$ cat config.mk
export PLATFORM = sky130hd
export DESIGN_NAME = evt_fifo_irq
export DESIGN_NICKNAME = d
export VERILOG_FILES = /design/src/rtl/evt_irq_pkg.sv /design/src/rtl/evt_fifo.sv /design/src/rtl/svc_timer.sv /design/src/rtl/irq_status.sv /design/src/rtl/evt_fifo_irq.sv
export SDC_FILE = /design/constraint.sdc
export NUM_CORES = 1
export LEC_CHECK = 0
export BUFFER_PORTS_ARGS = -buffer_cell sky130_fd_sc_hd__buf_2
export CORE_ASPECT_RATIO = 0.9
export CORE_UTILIZATION = 50
export CTS_CLUSTER_SIZE = 40
export DETAILED_ROUTE_END_ITERATION = 16
export GPL_ROUTABILITY_DRIVEN = 1
export PLACE_DENSITY_LB_ADDON = 0.05
export SLEW_MARGIN = 15
export SYNTH_ARGS = -nofsm -noshare
export SYNTH_HDL_FRONTEND = slang
export SYNTH_SLANG_ARGS = --single-unit
$ cat constraint.sdc
create_clock -name clk -period 6.6 [get_ports clk]
set_clock_uncertainty 0.15 [all_clocks]
set_input_delay 0.66 -clock clk [delete_from_list [all_inputs] [get_ports clk]]
set_output_delay 0.66 -clock clk [all_outputs]
set_load 0.03 [all_outputs]
$ cat src/rtl/evt_irq_pkg.sv
package evt_irq_pkg;
  localparam int unsigned REG_W     = 16;
  localparam int unsigned NUM_SRC   = 3;
  localparam int unsigned BIT_OVF   = 0;
  localparam int unsigned BIT_TMR   = 1;
  localparam int unsigned BIT_DEPTH = 2;

  typedef enum logic {
    REG_STATUS = 1'b0,
    REG_MASK   = 1'b1
  } reg_sel_e;

  typedef logic [NUM_SRC-1:0] src_vec_t;
endpackage

$ cat src/rtl/evt_fifo.sv
module evt_fifo #(
  parameter int unsigned DEPTH = 32,
  parameter int unsigned WIDTH = 16,
  localparam int unsigned AW = (DEPTH > 1) ? $clog2(DEPTH) : 1,
  localparam int unsigned CW = $clog2(DEPTH + 1)
) (
  input  logic             clk,
  input  logic             rst_n,
  input  logic             wr_valid,
  input  logic [WIDTH-1:0] wr_data,
  input  logic             pop,
  output logic [WIDTH-1:0] rd_data,
  output logic [CW-1:0]    count,
  output logic             pop_acc,
  output logic             ovf
);
  logic [WIDTH-1:0] mem [DEPTH];
  logic [AW-1:0]    wptr_q, wptr_d, rptr_q, rptr_d;
  logic [CW-1:0]    count_d;
  logic             full, wr_acc;

  function automatic logic [AW-1:0] ptr_inc(input logic [AW-1:0] p);
    return (p == AW'(DEPTH - 1)) ? '0 : p + AW'(1);
  endfunction

  assign full    = (count == CW'(DEPTH));
  assign pop_acc = pop && (count != '0);
  assign ovf     = wr_valid && full && !pop;
  assign wr_acc  = wr_valid && (!full || pop);
  assign rd_data = mem[rptr_q];

  always_comb begin
    wptr_d  = wptr_q;
    rptr_d  = rptr_q;
    count_d = count;
    if (ovf) begin
      wptr_d  = '0;
      rptr_d  = '0;
      count_d = '0;
    end else begin
      if (wr_acc)  wptr_d = ptr_inc(wptr_q);
      if (pop_acc) rptr_d = ptr_inc(rptr_q);
      case ({wr_acc, pop_acc})
        2'b10:   count_d = count + CW'(1);
        2'b01:   count_d = count - CW'(1);
        default: count_d = count;
      endcase
    end
  end

  always_ff @(posedge clk or negedge rst_n) begin
    if (!rst_n) begin
      wptr_q <= '0;
      rptr_q <= '0;
      count  <= '0;
    end else begin
      wptr_q <= wptr_d;
      rptr_q <= rptr_d;
      count  <= count_d;
    end
  end

  always_ff @(posedge clk) begin
    if (wr_acc) mem[wptr_q] <= wr_data;
  end

  p_count_bound_r1: assert property (@(posedge clk) disable iff (!rst_n)
    count <= CW'(DEPTH));
  p_empty_stays_r1: assert property (@(posedge clk) disable iff (!rst_n)
    (count == '0 && !wr_valid) |=> count == '0);
  p_flush_on_ovf_r2: assert property (@(posedge clk) disable iff (!rst_n)
    ovf |=> count == '0);
  p_full_swap_r3: assert property (@(posedge clk) disable iff (!rst_n)
    (full && wr_valid && pop) |=> count == CW'(DEPTH));
endmodule

$ cat src/rtl/svc_timer.sv
module svc_timer #(
  parameter int unsigned CW = 6,
  parameter int unsigned TW = 16
) (
  input  logic          clk,
  input  logic          rst_n,
  input  logic [CW-1:0] count,
  input  logic          pop_acc,
  input  logic [TW-1:0] lim,
  output logic          expire
);
  logic [TW-1:0] tmr_q, tmr_d;
  logic          idle, at_lim;

  assign idle   = (count == '0);
  assign at_lim = (tmr_q == lim);
  assign expire = !idle && !pop_acc && at_lim;

  always_comb begin
    if (idle || pop_acc || at_lim) tmr_d = '0;
    else                           tmr_d = tmr_q + TW'(1);
  end

  always_ff @(posedge clk or negedge rst_n) begin
    if (!rst_n) tmr_q <= '0;
    else        tmr_q <= tmr_d;
  end

  p_tmr_idle_r5: assert property (@(posedge clk) disable iff (!rst_n)
    idle |=> tmr_q == '0);
  p_tmr_restart_r5: assert property (@(posedge clk) disable iff (!rst_n)
    pop_acc |=> tmr_q == '0);
endmodule

$ cat src/rtl/irq_status.sv
module irq_status
  import evt_irq_pkg::*;
(
  input  logic             clk,
  input  logic             rst_n,
  input  src_vec_t         set_i,
  input  logic             cfg_cor,
  input  logic             reg_addr,
  input  logic             reg_rd,
  input  logic             reg_wr,
  input  logic [REG_W-1:0] reg_wdata,
  output logic [REG_W-1:0] reg_rdata,
  output src_vec_t         status_q,
  output logic             irq
);
  src_vec_t status_d, mask_q, mask_d, clr;
  logic     irq_d, sel_status, sel_mask;
  logic     unused_wdata;

  assign unused_wdata = ^reg_wdata[REG_W-1:NUM_SRC];
  assign sel_status   = (reg_sel_e'(reg_addr) == REG_STATUS);
  assign sel_mask     = (reg_sel_e'(reg_addr) == REG_MASK);

  always_comb begin
    clr = '0;
    if (cfg_cor) begin
      if (reg_rd && sel_status) clr = '1;
    end else begin
      if (reg_wr && sel_status) clr = reg_wdata[NUM_SRC-1:0];
    end
    status_d = (status_q & ~clr) | set_i;
    mask_d   = (reg_wr && sel_mask) ? reg_wdata[NUM_SRC-1:0] : mask_q;
    irq_d    = |(status_q & ~mask_q);
  end

  always_ff @(posedge clk or negedge rst_n) begin
    if (!rst_n) begin
      status_q <= '0;
      mask_q   <= '1;
      irq      <= 1'b0;
    end else begin
      status_q <= status_d;
      mask_q   <= mask_d;
      irq      <= irq_d;
    end
  end

  always_comb begin
    reg_rdata = '0;
    if (sel_mask) reg_rdata[NUM_SRC-1:0] = mask_q;
    else          reg_rdata[NUM_SRC-1:0] = status_q;
  end

  p_set_wins_r9: assert property (@(posedge clk) disable iff (!rst_n)
    (|set_i) |=> ((status_q & $past(set_i)) == $past(set_i)));
  p_irq_on_r11: assert property (@(posedge clk) disable iff (!rst_n)
    (|(status_q & ~mask_q)) |=> irq);
  p_irq_off_r11: assert property (@(posedge clk) disable iff (!rst_n)
    !(|(status_q & ~mask_q)) |=> !irq);
  p_sticky_r6: assert property (@(posedge clk) disable iff (!rst_n)
    (!reg_rd && !reg_wr) |=> ((status_q & $past(status_q)) == $past(status_q)));
endmodule

$ cat src/rtl/evt_fifo_irq.sv
module evt_fifo_irq
  import evt_irq_pkg::*;
#(
  parameter int unsigned DEPTH = 32,
  parameter int unsigned WIDTH = 16,
  parameter int unsigned TW    = 16,
  localparam int unsigned CW   = $clog2(DEPTH + 1)
) (
  input  logic             clk,
  input  logic             rst_n,
  input  logic             wr_valid,
  input  logic [WIDTH-1:0] wr_data,
  input  logic             pop,
  output logic [WIDTH-1:0] rd_data,
  output logic [CW-1:0]    fifo_count,
  output logic             fifo_empty,
  input  logic [CW-1:0]    cfg_depth_thr,
  input  logic [TW-1:0]    cfg_timer_lim,
  input  logic             cfg_cor,
  input  logic             reg_addr,
  input  logic             reg_rd,
  input  logic             reg_wr,
  input  logic [15:0]      reg_wdata,
  output logic [15:0]      reg_rdata,
  output logic             irq
);
  logic     pop_acc, ovf, tmr_exp;
  src_vec_t set_vec, status;

  evt_fifo #(.DEPTH(DEPTH), .WIDTH(WIDTH)) u_fifo (
    .clk(clk), .rst_n(rst_n), .wr_valid(wr_valid), .wr_data(wr_data),
    .pop(pop), .rd_data(rd_data), .count(fifo_count),
    .pop_acc(pop_acc), .ovf(ovf)
  );

  svc_timer #(.CW(CW), .TW(TW)) u_timer (
    .clk(clk), .rst_n(rst_n), .count(fifo_count), .pop_acc(pop_acc),
    .lim(cfg_timer_lim), .expire(tmr_exp)
  );

  always_comb begin
    set_vec            = '0;
    set_vec[BIT_OVF]   = ovf;
    set_vec[BIT_TMR]   = tmr_exp;
    set_vec[BIT_DEPTH] = (fifo_count > cfg_depth_thr);
  end

  irq_status u_status (
    .clk(clk), .rst_n(rst_n), .set_i(set_vec), .cfg_cor(cfg_cor),
    .reg_addr(reg_addr), .reg_rd(reg_rd), .reg_wr(reg_wr),
    .reg_wdata(reg_wdata), .reg_rdata(reg_rdata), .status_q(status),
    .irq(irq)
  );

  assign fifo_empty = (fifo_count == '0);

  p_ovf_flag_r2: assert property (@(posedge clk) disable iff (!rst_n)
    ovf |=> status[BIT_OVF]);
  p_depth_flag_r4: assert property (@(posedge clk) disable iff (!rst_n)
    (fifo_count > cfg_depth_thr) |=> status[BIT_DEPTH]);
endmodule

==> results of run 1 <==
==> final cells by class <==
class / count / area share [%]
clock buffer: 77 / 6.23
clock inverter: 23 / 0.769
inverter: 17 / 0.255
multi-input combinational: 431 / 21.8
sequential: 551 / 65.3
tap: 592 / 2.96
timing repair buffer: 112 / 2.71
==> worst max-delay path, stage by stage (launching register included) <==
cell	delay [ns]
dfrtp_4	0.89
buf_4	0.54
mux4_2	0.57
mux4_2	0.54
mux2_2	0.32
buf_2	0.19
==> cells in the mapped netlist (all sizes together) (4+ instances only) <==
cell type,n
nor2,61
nand4,7
and3,6
o21ai,13
edfxtp,512
ha,19
inv,17
mux4,160
nor3,6
xor2,12
clkbuf,29
or3,4
nand2,25
xnor2,22
a21oi,11
mux2,21
nand3,12
dfrtp,36
buf,33
==> registers in the layout (all words and copies together), names as in the netlist <==
name               cells
u_status.mask_q        3
u_status.irq           1
u_fifo.count           6
u_status.status_q      3
u_fifo.mem           512
u_fifo.wptr_q          5
u_timer.tmr_q         16
u_fifo.rptr_q          5
==> through the flow <==
stage | power [mW] | worst slack (ns)
6_report | 9.99 | 2.07
5_1_grt | 10.4 | 1.88
4_1_cts | 10.1 | 1.94
3_5_place_dp | 7.09 | 2.50
3_3_place_gp | 7.09 | 2.54
2_1_floorplan | 6.27 | 2.82
==> metal layers <==
| layer | global-route usage, % | vias up |
|---|---|---|
| met3 | 3.58 | 59 |
| met4 | 5.85 | 2 |
| li1 | - | 4524 |
| met2 | 33.5 | 244 |
| met1 | 31.5 | 5501 |
| met5 | 0 | - |
==> logic make-up (layout without fill, tap and decap cells) <==
kind of cell / Yosys count / in the layout / synth area share [%]
xor+xnor: 34 / 34 / 1.35
mux: 183 / 183 / 17.5
buf+inv: 79 / 229 / 1.90
fa+ha+maj: 19 / 19 / 1.08
simple gates: 139 / 139 / 2.97
other cells: 1 / 13 / 0.0170
compound gates: 43 / 43 / 1.26
flops: 551 / 551 / 74.0
==> worst max path at each step <==
stage	cells after the start	endpoint	start	slack [ns]
after global placement	10	u_fifo.count[5]	u_fifo.count[1]	2.54
after CTS	5	rd_data[4]	u_fifo.rptr_q[0]	1.94
after floorplan	11	u_fifo.count[5]	u_fifo.count[1]	2.82
after global routing	5	rd_data[4]	u_fifo.rptr_q[0]	1.88
final	5	rd_data[5]	u_fifo.rptr_q[0]	2.07
after detailed placement	10	u_fifo.count[5]	u_fifo.count[1]	2.50
==> power by group through the flow <==
| stage | sequential [mW] | combinational (mW) | clock [mW] |
|---|---|---|---|
| 6_report | 4.26 | 2.69 | 3.04 |
| 5_1_grt | 4.29 | 2.88 | 3.23 |
| 4_1_cts | 4.27 | 2.76 | 3.10 |
| 3_5_place_dp | 4.34 | 2.75 | 0 |
| 3_3_place_gp | 4.33 | 2.76 | 0 |
| 2_1_floorplan | 4.21 | 2.06 | 0 |
==> metrics.md, run 1 <==
| Metric | Value |
|---|---|
| Synth Register Bits | 551 |
| Clock network fraction of design power | 30.4% |
| Layout cells sized above 1 | 33.9% |
| Part of the power in combinational logic | 26.9% |
| Crit path kind | flop to primary output |
| Count of different cell masters after synthesis | 53 |
| Placed Cells | 1,703 |
| DRC | 0 |
| H-Tree Depth | 2 |
| Core box area | 43,300 um2 |
| Reg2reg path depth | 10 |
| Die Width | 224 um |
| Ys flop type | edfxtp_1 |
| EDFF count, synth | 512 |
| CP Capture Type | primary output |
| WHS | 0.0283 ns |
| Synth area leaders | edfxtp_1 (70%), mux4_2 (16%), dfrtp_1 (4.1%) |
| Reg2reg setup slack | 2.50 ns |
| WL final | 46.7 mm |
| Vias/cell | 5.73 |
| Share of synthesized flip-flops with an asynchronous set or reset | 7.08% |
| Hold Crit Class | input port to async pin |
| Final non-filler cell total | 1,803 |
| FF/Latch Area | 16,400 um2 |
| Fillers | 3,219 |
| Initial antenna violation count | 1 |
| Die Area | 45,100 um2 |
| Core Util, Final | 57.8% |
| Max-slew headroom | 19.1% |
| Register area share after synthesis | 74.0% |
| Post-synthesis cell count | 1,049 |
| Post-DP Area | 23,300 um2 |
| Cell Rows | 72 |
| Max Clk Rate | 221 MHz |
| Synth-to-Final Area Change | 13.4% |
| Cells resized by post-CTS repair | 0 |
| Critical Path AT | 3.72 ns |
| Vias in the first global route | 10,600 |
| # clock sinks | 551 |
| Min cycle time layout | 4.53 ns |
| Synth warnings | 0 |
| Leading area contributor after synthesis | edfxtp_1 |
| Wire per inst | 25.9 um |
| Worst Path Required | 5.79 ns |
| Power Dens Cells | 399 nW/um2 |
| Clock transition at path regs | 0.06 ns |
| Gpl congestion | 0.725 |
| TNS Setup | 0 ns |
| Global-route usage over all layers | 21.4% |
| GRT overflow | 0 |
| Commonest non-fill, non-tap cell in the layout | edfxtp_1 |
| CTS tree | built |
| Met1 Wirelength | 21.1 mm |
| # IOs | 102 |
| Vias | 10,300 |
| Worst-Skew Late Latency | 0.60 ns |
| Hold Fails Final Rpt | 0 |
| Commonest non-fill, non-tap cells in the layout | edfxtp_1 (512), mux4_2 (160), buf_2 (75), clkbuf_16 (57), buf_4 (35) |
| DR WL met2 | 22.4 mm |
| Worst slew pin tran | 1.21 ns |
| Pins Over Slew Limit | 0 |
| CTS max path bufs | 3 |
| Hpwl dp | 25.5 mm |
| Sequential share of power | 42.7% |
| Leakage | 8.20 nW |
| Nets | 1,250 |
| Clock Tree Root | clkbuf_16 |
| Run status | finished, final reports clean |
| Maxcap violations | 0 |
| Die height | 201 um |
| Met3 wire len | 2.34 mm |
| Synthesized area | 22,100 um2 |
| Final Cycle Share | 68.7% |
| Top-area cell type share of the netlist area | 69.5% |
| R2r startpoint | u_fifo.count[1] |
| Drt pass-1 iters | 4 |
| Area of the multi-input gates | 5460 um2 |
| Largest net degree at the start of global routing | 119 |
| CTS buffer count | 56 |
| Input/output buffers | 75 |
| Crit path max fanout | 36 |
| Final ANT Viol Nets | 0 |
| Unrepaired setup endpoints after global routing | false |
| Switching share of power | 29.6% |
| Syn Area/Cell | 21.1 um2 |
| Starting Density | 51.0% |
| Post-CTS Setup Bufs | 0 |
| VDD IR max | 0.279 mV |
| Pint | 7.04 mW |
| First-pass GRT wire length | 69.1 mm |
| Top sig layer | met5 |
| Hold Buf Count CTS | 0 |
| FF-to-FF End | u_fifo.count[5] |
| NetSw | 2.95 mW |
| Final number of setup-violating endpoints | 0 |
| Iteration-0 DRC Markers | 904 |
| Antenna diode count | 0 |
| Critical Path Start Type | flop |
| Final Cell Area | 25,100 um2 |
Note: power is estimated with default switching activity, not from simulation.
==> run 2: changes to the inputs <==
--- a/config.mk
+++ b/config.mk
@@ -5,6 +5,7 @@
 export SDC_FILE = /design/constraint.sdc
 export NUM_CORES = 1
 export LEC_CHECK = 0
+export ABC_AREA = 1
 export BUFFER_PORTS_ARGS = -buffer_cell sky130_fd_sc_hd__buf_2
 export CORE_ASPECT_RATIO = 0.9
 export CORE_UTILIZATION = 50
==> constraint.sdc (replaced) <==
create_clock -name clk -period 4.6 [get_ports clk]
set_clock_uncertainty 0.15 [all_clocks]
set_input_delay 0.46 -clock clk [delete_from_list [all_inputs] [get_ports clk]]
set_output_delay 0.46 -clock clk [all_outputs]
set_load 0.03 [all_outputs]
==> run 2 against run 1 <==
  * Sequential power is 42% higher
  * Critical path depth is 5 higher
  * Worst hold slack better by 0.044 ns
  * Via count is 64% higher
  * Critical path type unchanged
  * Largest cell class unchanged
  * Highest routed layer is now met4
==> metrics.md, run 2 <==
| Metric | Value |
|---|---|
| Worst Path Required | 3.99 ns (-1.80 ns) |
| Cell Rows | 77 (+6.9%) |
| Worst-Skew Late Latency | 0.61 ns (about the same) |
| Synth warnings | 0 (unchanged) |
| Min cycle time layout | 3.93 ns |
| Worst slew pin tran | 0.988 ns (-0.225 ns) |
| Final ANT Viol Nets | 0 (unchanged) |
| GRT overflow | 0 (unchanged) |
| Largest register FFs | 512 (unchanged) |
| Critical Path AT | 3.32 ns (-0.40 ns) |
| Unrepaired setup endpoints after global routing | false |
| Die Area | 51,600 um2 (+14%) |
| Clock Tree Root | clkbuf_16 |
| Hold Fails Final Rpt | 0 (unchanged) |
| Pins Over Slew Limit | 0 (unchanged) |
| H-Tree Depth | 2 (unchanged) |
| Die Width | 239 um (+7.0%) |
| Fillers | 4,296 (+33%) |
| Max Clk Rate | 254 MHz |
| TNS Setup | 0 ns (unchanged) |
| Core box area | 49,500 um2 (+14%) |
| Global-route usage over all layers | 24.1% (+2.7 points) |
| Power Dens Cells | 575 nW/um2 (+44%) |
| Post-CTS Setup Bufs | 0 (unchanged) |
| FF/Latch Area | 16,400 um2 (about the same) |
| Hold Buf Count CTS | 5 (+5) |
| Gpl congestion | 0.850 (+17%) |
| WL final | 61.2 mm (+31%) |
| Iteration-0 DRC Markers | 1,363 (+51%) |
| Clock transition at path regs | 0.06 ns (about the same) |
| Synth top cells by count | nand2_1 (873), edfxtp_1 (512), inv_1 (435), nand3_1 (333), buf_2 (64) |
| Synth-to-Final Area Change | 11.2% |
| CTS max path bufs | 3 (unchanged) |
| # IOs | 102 (unchanged) |
| Die height | 216 um (+7.0%) |
| Final Cycle Share | 85.5% |
| Max-slew headroom | 34.1% (+15 points) |
| First-pass GRT wire length | 93.8 mm (+36%) |
| Commonest non-fill, non-tap cells in the layout | nand2_1 (872), edfxtp_1 (512), inv_1 (433), nand3_1 (333), buf_2 (75) |
| Share of synthesized flip-flops with an asynchronous set or reset | 7.08% (unchanged) |
| Run status | finished, final reports clean |
| Crit path max fanout | 84 (+130%) |
| Starting Density | 51.1% (+0.12 points) |
| Register area share after synthesis | 64.6% (-9.4 points) |
| Final number of setup-violating endpoints | 0 (unchanged) |
| Critical Path Start Type | flop |
| VDD IR max | 0.412 mV (+48%) |
| Synth area leaders | edfxtp_1 (61%), nand2_1 (13%), nand3_1 (6.6%) |
| Area of the multi-input gates | 6730 um2 (+23%) |
| Commonest non-fill, non-tap cell in the layout | nand2_1 |
| EDFF count, synth | 512 (unchanged) |
| Vias in the first global route | 16,300 (+53%) |
| Layout cells sized above 1 | 10.8% (-23 points) |
| Vias | 17,000 (+64%) |
| DRC | 0 (unchanged) |
| Leading area contributor after synthesis | edfxtp_1 |
| Crit path kind | flop to primary output |
| Maxcap violations | 0 (unchanged) |
| Largest net degree at the start of global routing | 163 (+37%) |
| CTS tree | built |
| Final Power | 16.2 mW (+62%) |
| CP Capture Type | primary output |
| Wire per inst | 18.1 um (-30%) |
| Syn Area/Cell | 9.77 um2 (-54%) |
| Synthesized area | 25,300 um2 (+15%) |
| Nets | 2,740 (+120%) |
| Leakage | 12.3 nW (+50%) |
| Cells resized by post-CTS repair | 0 (unchanged) |
| Post-synthesis cell count | 2,592 (+150%) |
| Input/output buffers | 75 (unchanged) |
| Count of different cell masters after synthesis | 37 (-30%) |
| Hold Crit Class | input port to flop |
| Hpwl dp | 34.9 mm (+37%) |
| Biggest registers after layout | u_fifo.mem x512, u_timer.tmr_q x16, u_fifo.count x6 |
| Ys flop type | edfxtp_1 |
| Count leader, synth | nand2_1 |
| Top reg by flops | u_fifo.mem |
| Drt pass-1 iters | 5 (+1) |
| Synth Register Bits | 551 (unchanged) |
| Initial antenna violation count | 0 (-1) |
| Top-area cell type share of the netlist area | 60.7% (-8.8 points) |
| # clock sinks | 551 (unchanged) |
| CTS buffer count | 56 (unchanged) |
| Vias/cell | 5.03 (-12%) |
-- run 2: worst max-delay path, stage by stage, from the launching register on --
cell     delay, ns
dfrtp_4       0.69
inv_6         0.61
buf_12        0.31
nand2_1       0.08
nand3_1       0.08
nand2_1       0.05
nand2_1       0.06
nand3_1       0.21
nand3_1       0.16
nand2_1       0.13
buf_2         0.22
-- run 2: where the power goes --
group,leakage [nW],internal [mW],total (mW),switching [mW]
clock network,0.830,2.41,4.28,1.87
registers,5.11,5.81,6.06,0.245
logic,6.36,1.63,5.86,4.22
-- run 2: cells by family after synthesis --
kind of cell / synth area share (%)
AND/OR/NAND/NOR: 22.8
buffers and inverters: 9.68
flip-flops: 64.6
AO/OA/AOI/OAI: 1.10
XOR/XNOR: 0.934
adder cells (fa/ha/maj): 0.939
other: 0.0148
-- run 2: final cells by class --
type / instances / area share (%)
Antenna cell: 1 / 0.00889
Tap cell: 671 / 2.98
Sequential cell: 551 / 58.1
Timing Repair Buffer: 126 / 3.00
Clock buffer: 78 / 5.53
Multi-Input combinational cell: 1480 / 23.9
Inverter: 444 / 5.95
Clock inverter: 23 / 0.511
-- run 2: worst paths after layout --
check                                    from  slack [ns]  cells past startpoint            endpoint
max                          u_fifo.rptr_q[0]        0.67                     10          rd_data[0]
max in group asynchronous               rst_n        3.24                      2    u_fifo.rptr_q[1]
max reg2reg                   u_fifo.count[1]        1.44                     12     u_fifo.count[4]
min reg2reg                u_status.mask_q[0]        0.34                      2  u_status.mask_q[0]
min                                    reg_wr        0.07                      3  u_status.mask_q[0]
min in group asynchronous               rst_n        0.39                      2    u_fifo.rptr_q[2]
-- run 2: per-layer routing --
metal	global-route usage, %	share of wire (%)
met4	6.28	2.0
met1	34.7	48
met2	38.8	46
met3	3.29	4.8
met5	0	0
-- run 2: metrics by stage --
| stage | instances | hold WS (ns) | utilization [%] | setup WS (ns) | cell area (um2) |
|---|---|---|---|---|---|
| 5_1_grt | 3373 | 0.108 | 56.8 | 0.432 | 28200 |
| 6_report | 3374 | 0.0720 | 56.9 | 0.667 | 28200 |
| 4_1_cts | 3373 | 0.0400 | 56.8 | 0.652 | 28200 |
| 3_5_place_dp | 3267 | 0.347 | 53.3 | 1.31 | 26400 |
| 2_1_floorplan | 2604 | 0.0144 | - | 1.71 | 25400 |
| 3_3_place_gp | 3267 | 0.329 | 53.3 | 1.31 | 26400 |
